$ cat src/rtl/dircoh_pkg.sv
package dircoh_pkg;
  typedef enum logic [1:0] {
    BLK_UNCACHED = 2'd0,
    BLK_SHARED   = 2'd1,
    BLK_EXCL     = 2'd2
  } blk_state_e;
endpackage

$ cat src/rtl/dircoh_store.sv
module dircoh_store
  import dircoh_pkg::*;
#(
  parameter int NCPU = 3,
  parameter int NBLK = 16,
  localparam int AW = (NBLK > 1) ? $clog2(NBLK) : 1
) (
  input  logic            clk,
  input  logic            rst_n,
  input  logic [AW-1:0]   rd_idx,
  output blk_state_e      rd_state,
  output logic [NCPU-1:0] rd_vec,
  input  logic            we,
  input  logic [AW-1:0]   wr_idx,
  input  blk_state_e      wr_state,
  input  logic [NCPU-1:0] wr_vec
);
  blk_state_e      st_q  [NBLK];
  logic [NCPU-1:0] vec_q [NBLK];

  for (genvar g = 0; g < NBLK; g++) begin : g_entry
    always_ff @(posedge clk) begin
      if (!rst_n) begin
        st_q[g]  <= BLK_UNCACHED;
        vec_q[g] <= '0;
      end else if (we && (wr_idx == AW'(g))) begin
        st_q[g]  <= wr_state;
        vec_q[g] <= wr_vec;
      end
    end

    // Uncached and an empty presence vector always go together
    assert_uncached_empty_R1: assert property (@(posedge clk) disable iff (!rst_n)
      (st_q[g] == BLK_UNCACHED) == (vec_q[g] == '0));
  end

  assign rd_state = st_q[rd_idx];
  assign rd_vec   = vec_q[rd_idx];
endmodule

$ cat src/rtl/dircoh_next.sv
module dircoh_next
  import dircoh_pkg::*;
#(
  parameter int NCPU = 3,
  localparam int IDW = (NCPU > 1) ? $clog2(NCPU) : 1
) (
  input  blk_state_e      cur_state,
  input  logic [NCPU-1:0] cur_vec,
  input  logic [IDW-1:0]  req_cpu,
  input  logic            req_write,
  output blk_state_e      nxt_state,
  output logic [NCPU-1:0] nxt_vec,
  output logic [NCPU-1:0] inv_vec,
  output logic            wb,
  output logic [IDW-1:0]  wb_cpu
);
  logic [NCPU-1:0] req_bit;
  logic [IDW-1:0]  owner;
  logic            req_holds;

  always_comb begin
    req_bit = '0;
    owner   = '0;
    for (int i = 0; i < NCPU; i++) begin
      if (req_cpu == IDW'(i)) req_bit[i] = 1'b1;
      if (cur_vec[i])         owner      = IDW'(i);
    end
    req_holds = (cur_vec & req_bit) != '0;
  end

  always_comb begin
    nxt_state = cur_state;
    nxt_vec   = cur_vec;
    inv_vec   = '0;
    wb        = 1'b0;
    wb_cpu    = owner;
    if (!req_write) begin
      unique case (cur_state)
        BLK_SHARED: nxt_vec = cur_vec | req_bit;
        BLK_EXCL: begin
          if (!req_holds) begin
            wb        = 1'b1;
            nxt_state = BLK_SHARED;
            nxt_vec   = cur_vec | req_bit;
          end
        end
        default: begin
          nxt_state = BLK_SHARED;
          nxt_vec   = req_bit;
        end
      endcase
    end else begin
      nxt_state = BLK_EXCL;
      nxt_vec   = req_bit;
      inv_vec   = cur_vec & ~req_bit;
      wb        = (cur_state == BLK_EXCL) && !req_holds;
    end
  end
endmodule

$ cat src/rtl/dir_coherence_ctrl.sv
module dir_coherence_ctrl
  import dircoh_pkg::*;
#(
  parameter int NCPU = 3,
  parameter int NBLK = 16,
  localparam int IDW = (NCPU > 1) ? $clog2(NCPU) : 1,
  localparam int AW  = (NBLK > 1) ? $clog2(NBLK) : 1
) (
  input  logic            clk,
  input  logic            rst_n,
  input  logic            req_valid,
  output logic            req_ready,
  input  logic [IDW-1:0]  req_cpu,
  input  logic            req_write,
  input  logic [AW-1:0]   req_blk,
  output logic            rsp_valid,
  output logic [NCPU-1:0] rsp_inv,
  output logic            rsp_wb,
  output logic [IDW-1:0]  rsp_wb_cpu,
  output logic [1:0]      rsp_state,
  output logic [NCPU-1:0] rsp_sharers
);
  logic            ready_q;
  logic            accept;
  blk_state_e      cur_state, nxt_state;
  logic [NCPU-1:0] cur_vec, nxt_vec, inv_vec;
  logic            wb;
  logic [IDW-1:0]  wb_cpu;

  always_ff @(posedge clk) begin
    if (!rst_n) ready_q <= 1'b0;
    else        ready_q <= 1'b1;
  end
  assign req_ready = ready_q;
  assign accept    = req_valid && ready_q;

  dircoh_store #(.NCPU(NCPU), .NBLK(NBLK)) i_store (
    .clk      (clk),
    .rst_n    (rst_n),
    .rd_idx   (req_blk),
    .rd_state (cur_state),
    .rd_vec   (cur_vec),
    .we       (accept),
    .wr_idx   (req_blk),
    .wr_state (nxt_state),
    .wr_vec   (nxt_vec)
  );

  dircoh_next #(.NCPU(NCPU)) i_next (
    .cur_state (cur_state),
    .cur_vec   (cur_vec),
    .req_cpu   (req_cpu),
    .req_write (req_write),
    .nxt_state (nxt_state),
    .nxt_vec   (nxt_vec),
    .inv_vec   (inv_vec),
    .wb        (wb),
    .wb_cpu    (wb_cpu)
  );

  always_ff @(posedge clk) begin
    if (!rst_n) begin
      rsp_valid   <= 1'b0;
      rsp_inv     <= '0;
      rsp_wb      <= 1'b0;
      rsp_wb_cpu  <= '0;
      rsp_state   <= BLK_UNCACHED;
      rsp_sharers <= '0;
    end else begin
      rsp_valid <= accept;
      if (accept) begin
        rsp_inv     <= inv_vec;
        rsp_wb      <= wb;
        rsp_wb_cpu  <= wb_cpu;
        rsp_state   <= nxt_state;
        rsp_sharers <= nxt_vec;
      end else begin
        rsp_inv <= '0;
        rsp_wb  <= 1'b0;
      end
    end
  end

  assert_ack_follows_R2: assert property (@(posedge clk) disable iff (!rst_n)
    (req_valid && req_ready) |=> rsp_valid);
  assert_no_spurious_ack_R2: assert property (@(posedge clk) disable iff (!rst_n)
    !(req_valid && req_ready) |=> !rsp_valid);
  assert_excl_single_owner_R6: assert property (@(posedge clk) disable iff (!rst_n)
    (rsp_valid && rsp_state == BLK_EXCL) |-> ($countones(rsp_sharers) == 1));
  assert_inv_disjoint_R6: assert property (@(posedge clk) disable iff (!rst_n)
    rsp_valid |-> ((rsp_inv & rsp_sharers) == '0));
  assert_wb_target_range_R7: assert property (@(posedge clk) disable iff (!rst_n)
    (rsp_valid && rsp_wb) |-> (int'(rsp_wb_cpu) < NCPU));
  assert_never_uncached_R10: assert property (@(posedge clk) disable iff (!rst_n)
    rsp_valid |-> (rsp_state != BLK_UNCACHED && rsp_sharers != '0));
endmodule

$ cat config.mk
export PLATFORM = sky130hd
export DESIGN_NAME = dir_coherence_ctrl
export DESIGN_NICKNAME = d
export VERILOG_FILES = /design/src/rtl/dircoh_pkg.sv /design/src/rtl/dircoh_store.sv /design/src/rtl/dircoh_next.sv /design/src/rtl/dir_coherence_ctrl.sv
export SDC_FILE = /design/constraint.sdc
export NUM_CORES = 1
export LEC_CHECK = 0
export BUFFER_PORTS_ARGS = -buffer_cell sky130_fd_sc_hd__buf_4
export CORE_MARGIN = 2
export CORE_UTILIZATION = 30
export DETAILED_ROUTE_END_ITERATION = 7
export SYNTH_ARGS = -nofsm -noshare
export SYNTH_HDL_FRONTEND = slang
export SYNTH_SLANG_ARGS = --single-unit
$ cat constraint.sdc
create_clock -name clk -period 5.7 [get_ports clk]
set_clock_uncertainty 0.15 [all_clocks]
set_input_delay 1.71 -clock clk [delete_from_list [all_inputs] [get_ports clk]]
set_output_delay 1.71 -clock clk [all_outputs]
set_load 0.01 [all_outputs]
======== Word-level counts from Yosys, hierarchy flattened ========
Memories as Yosys holds them, arrays and structs flattened.
Cells that the tools add are included.
W data, S select, Z words.
storage, ports and cells
  logic and storage cells ................. 184
  register bits ........................... 13
  bits of input ports ..................... 10
  output and inout port bits .............. 13
  bits in writable memories ............... 80
  memories kept ........................... 2
memory list
  name           words  bits a word  read ports  clocked after Yosys merged registers in  write ports  RTL line            text
  i_store.vec_q  16     3            1           0                                        16           dircoh_store.sv:19  logic [NCPU-1:0] vec_q [NBLK];
  i_store.st_q   16     2            1           0                                        16           dircoh_store.sv:18  blk_state_e st_q [NBLK];
operators by class
  reduce and logical (&&, ||, !) cells .... 24
  bitwise logic cells ..................... 36
  muxes and demuxes ....................... 96
  eq/ne operators ......................... 19
operator list
  operator              count
  $mux W1               57
  $mux W3               18
  $mux W2               19
  $eq A4 B4 Y1 const B  8
  $or A1 B1 Y1          32
  $logic_and A1 B1 Y1   18
  $eq A4 B3 Y1 const B  4
  $eq A4 B2 Y1 const B  2
  $and A3 B3 Y3         2
  $pmux W3 S2           1
  $eq A2 B1 Y1 const B  2
  $eq A2 B2 Y1 const B  2
  $eq A4 B1 Y1 const B  1
  $logic_not A4 Y1      1
  $pmux W2 S2           1
  $not A3 Y3            1
  $or A3 B3 Y3          1
  $reduce_and A3 Y1     1
  $reduce_bool A3 Y1    1
  $logic_not A2 Y1      1
  $reduce_and A2 Y1     1
  $logic_not A1 Y1      1

======== Depth between registers and ports, before layout ========
  depth in word-level cells ............... 8
  depth in mapped cells ................... 19

======== Cells and area by module ========
Synthesis repeated with hierarchy kept, for this count alone.
unflattened totals
  cell total of the unflattened synthesis .. 338
  area total of the unflattened synthesis .. 4450.5 µm²
modules (own cells, without submodules)
  module              area an instance (µm²)  instances  cells an instance  sequential area each (µm²)
  dircoh_store        3763.6                  1          260                2402.3
  dir_coherence_ctrl  467.9                   1          44                 260.2
  dircoh_next         219.0                   1          34                 0.0

======== Least setup slack after synthesis ========
Ideal clock, no wire load.
  kind .................................... input -> register
  start point ............................. in req_blk[1]
  end point ............................... mem i_store.vec_q[5][1] (data pin)
  setup slack ............................. 0.972 ns
  stages .................................. 17
  arrival time ............................ 4.320 ns
  setup time .............................. 0.258 ns
  data required time ...................... 5.292 ns
  cells stage by stage .................... buf_6 -> buf_12 -> buf_12 -> buf_12 -> buf_8 -> mux2i_1 -> a22oi_1 -> nand3_1 -> nor2_1 -> a31oi_1 -> inv_1 -> ha_1 -> or2_2 -> nand2b_1 -> o21ai_1 -> buf_2 -> nor2_1
RTL lines
  item             RTL line                  text
  start, declared  dir_coherence_ctrl.sv:15  input logic [AW-1:0] req_blk,
  end, declared    dircoh_store.sv:19

==> flow_metrics.py <==
metrics = {
    "logic_synthesis": {
        "syn_nets": 402,
        "synth_edf_count": 80,
        "ys_seq_elements": 93,
        "syn-cell-area_um2": 4560,
        "ys_async_sr_fraction_pct": 0,
        "synth.avg_cell_area_um2": 11.7,
        "yosysWarningCount": 0,
        "syn_inst": 390,
        "ys_types": 47,
        "synthFlopType": "edfxtp_1",
        "ys_seq_area_share_pct": 58.3,
    },
    "worst_setup_path": {
        "cp-start-kind": "input pin",
        "endpoint_kind": "flop",
        "slowest_stage": "mux4_2",
        "cp.required_ns": 5.65,
        "max_stage_delay_ns": 0.61,
        "critPathMostFrequentCell": "nor2_1",
        "reg2reg_depth": 12,
        "crit_path_max_fanout": 43,
        "path_cells": "buf_4 -> mux4_2 -> mux2i_1 -> mux2_2 -> inv_1 -> ha_1 -> nor2_1 -> nor2_1 -> a41oi_1 -> a22oi_2 -> o41ai_4 -> buf_4 -> nor2_1",
        "critPathKind": "input pin to flop",
        "arrival_ns": 4.70,
    },
    "final_layout": {
        "drive_gt1_share_pct": 19.2,
        "antennaDiodeCount": 0,
        "final_cells": 604,
        "final_cell_mix": "80 x edfxtp_1, 72 x nor2_1, 33 x nand2_1",
        "nets": 423,
        "syn2layout_area_growth_pct": 14.6,
        "final_common_cell": "edfxtp_1",
        "n_fill_cell": 1451,
    },
    "grt": {
        "grt_use_total_pct": 14.1,
        "antenna_found_initial": 0,
        "use_met1_pct": 18.7,
        "grt_pass1_wl_mm": 17.3,
        "busiest_layer": "met2",
        "grt-ovfl-total": 0,
        "grt_util_met2_pct": 22.1,
        "grt_start_max_net_pins": 44,
        "met3_usage_pct": 3.39,
        "grt_pass1_vias": 3087,
    },
    "job": {
        "maxCapViolations": 0,
    },
    "timing": {
        "final_max_slew_viol_count": 0,
        "period_share_pct": 83.4,
        "timing.final.ws_setup_ns": 0.947,
        "hold_viol_final": 0,
        "finalSetupTns_ns": 0,
        "rsz0062_at_grt": "no",
        "layout_min_cycle_time_ns": 4.75,
        "worst_pin_slew_ns": 0.985,
        "hold_ws_ns": 0.311,
        "fmax_mhz": 210,
        "finalSetupViolCount": 0,
        "slew_headroom_pct": 33.6,
    },
    "clocking": {
        "clock_tree.root_cell": "clkbuf_16",
        "numCtsBuffers": 9,
        "cts_resized": 0,
        "clk_pin_slew_ns": 0.06,
        "cts_hold_buf": 0,
        "cts_setup_buffers": 0,
        "clock_tree.buffer_depth": 2,
        "cts_tree": "built",
        "clock_latency_ns": 0.36,
        "clock_sinks": 93,
        "htree_levels": 3,
    },
    "placed_design": {
        "dp_slack_ns": 0.588,
        "placed_cells": 588,
        "place_hpwl_mm": 7.80,
        "routabilityCongestion": 0.834,
        "port_buffers": 22,
    },
    "die": {
        "start_util_pct": 30.4,
        "ios": 23,
        "die_w_um": 127,
        "core_region_area_um2": 15000,
        "die_height_um": 127,
        "rows": 45,
        "dieArea_um2": 16200,
    },
    "min_path": {
        "holdPathStages": 2,
        "hold_path.class": "flop to flop",
    },
    "drt": {
        "via_per_inst": 5.17,
        "wl_per_cell_um": 18.0,
        "ant_nets": 0,
        "first_iter_violations": 218,
        "first_pass_iters": 7,
        "drt-total-wl_mm": 10.9,
        "num_vias": 3123,
        "drc": 0,
    },
    "power_and_ir_drop": {
        "p_leak_nw": 1.92,
        "irDropWorstVdd_mv": 0.198,
        "powerDensity_nw_per_um2": 327,
    },
    "run_status": {
        "status": "finished clean",
    },
}
## power breakdown
part           switching [mW]  internal [mW]
clock                   0.260          0.476
combinational           0.138         0.0635
sequential            0.00820          0.763
## synthesized netlist by cell type (all sizes together), types with 4 or more instances
cell type,number,area (um2)
nor2,82,333
edfxtp,80,2400
nand2,34,130
mux2i,32,320
o21ai,25,129
nor3,20,150
a22oi,14,115
dfxtp,13,260
buf,12,134
and2,8,50.1
clkbuf,8,30.0
inv,7,26.3
nand3,7,35.0
nand2b,6,37.5
a21oi,4,20.0
mux4,4,97.6
nand4,4,25.0
## registers in the layout, indices dropped and copies added (netlist names)
name           count
i_store.st_q      32
i_store.vec_q     48
req_ready          1
rsp_inv            3
rsp_sharers        3
rsp_state          2
rsp_valid          1
rsp_wb             1
rsp_wb_cpu         2
## logic make-up after synthesis
family                     count (synthesis)  share of synthesized area (%)
AOI/OAI and AO/OA                         57                           8.75
adders and majority gates                  2                          0.548
buffers and inverters                     27                           4.17
DFF                                       93                           58.3
muxes                                     39                           9.90
and+or+nand+nor                          172                           18.3
## final cells by class
cell class / instances / area, um2 / area share (%)
repair buffers: 30 / 225 / 4.31
clock inverters: 7 / 145 / 2.78
clock buffers: 9 / 225 / 4.31
well taps: 188 / 235 / 4.50
inverters: 7 / 26.3 / 0.502
multi-input cells: 270 / 1710 / 32.7
flip-flops and latches: 93 / 2660 / 50.9
## per-layer routing
layer / part of all wire, % / routed length (um)
met4: 2.8 / 303
met1: 45 / 4870
met3: 5.4 / 591
met2: 47 / 5110
met5: 0 / 0
## final timing paths
path,startpoint,end,slack (ns)
worst max-delay path,req_blk[1],i_store.st_q[0][1],0.95
worst max register to register,i_store.st_q[12][0],i_store.st_q[0][1],2.59
worst min register to register,rsp_sharers[1],rsp_sharers[1],0.31
worst min-delay path,rsp_sharers[1],rsp_sharers[1],0.31
## through the flow
step / power [mW] / utilization (%) / cell area, um2
2_1_floorplan: 0.923 / - / 4560
3_3_place_gp: 0.982 / 32.3 / 4860
3_5_place_dp: 0.986 / 32.3 / 4860
4_1_cts: 1.72 / 34.8 / 5230
6_report: 1.71 / 34.8 / 5230
5_1_grt: 1.76 / 34.8 / 5230
## critical path: cells and delay by family
family	cells	cell delay, ns
AOI/OAI and AO/OA	3	0.44
adders and majority gates	1	0.28
buffers and inverters	3	0.93
muxes	3	0.96
and+or+nand+nor	3	0.33
Power figures use the tool's default switching activity.
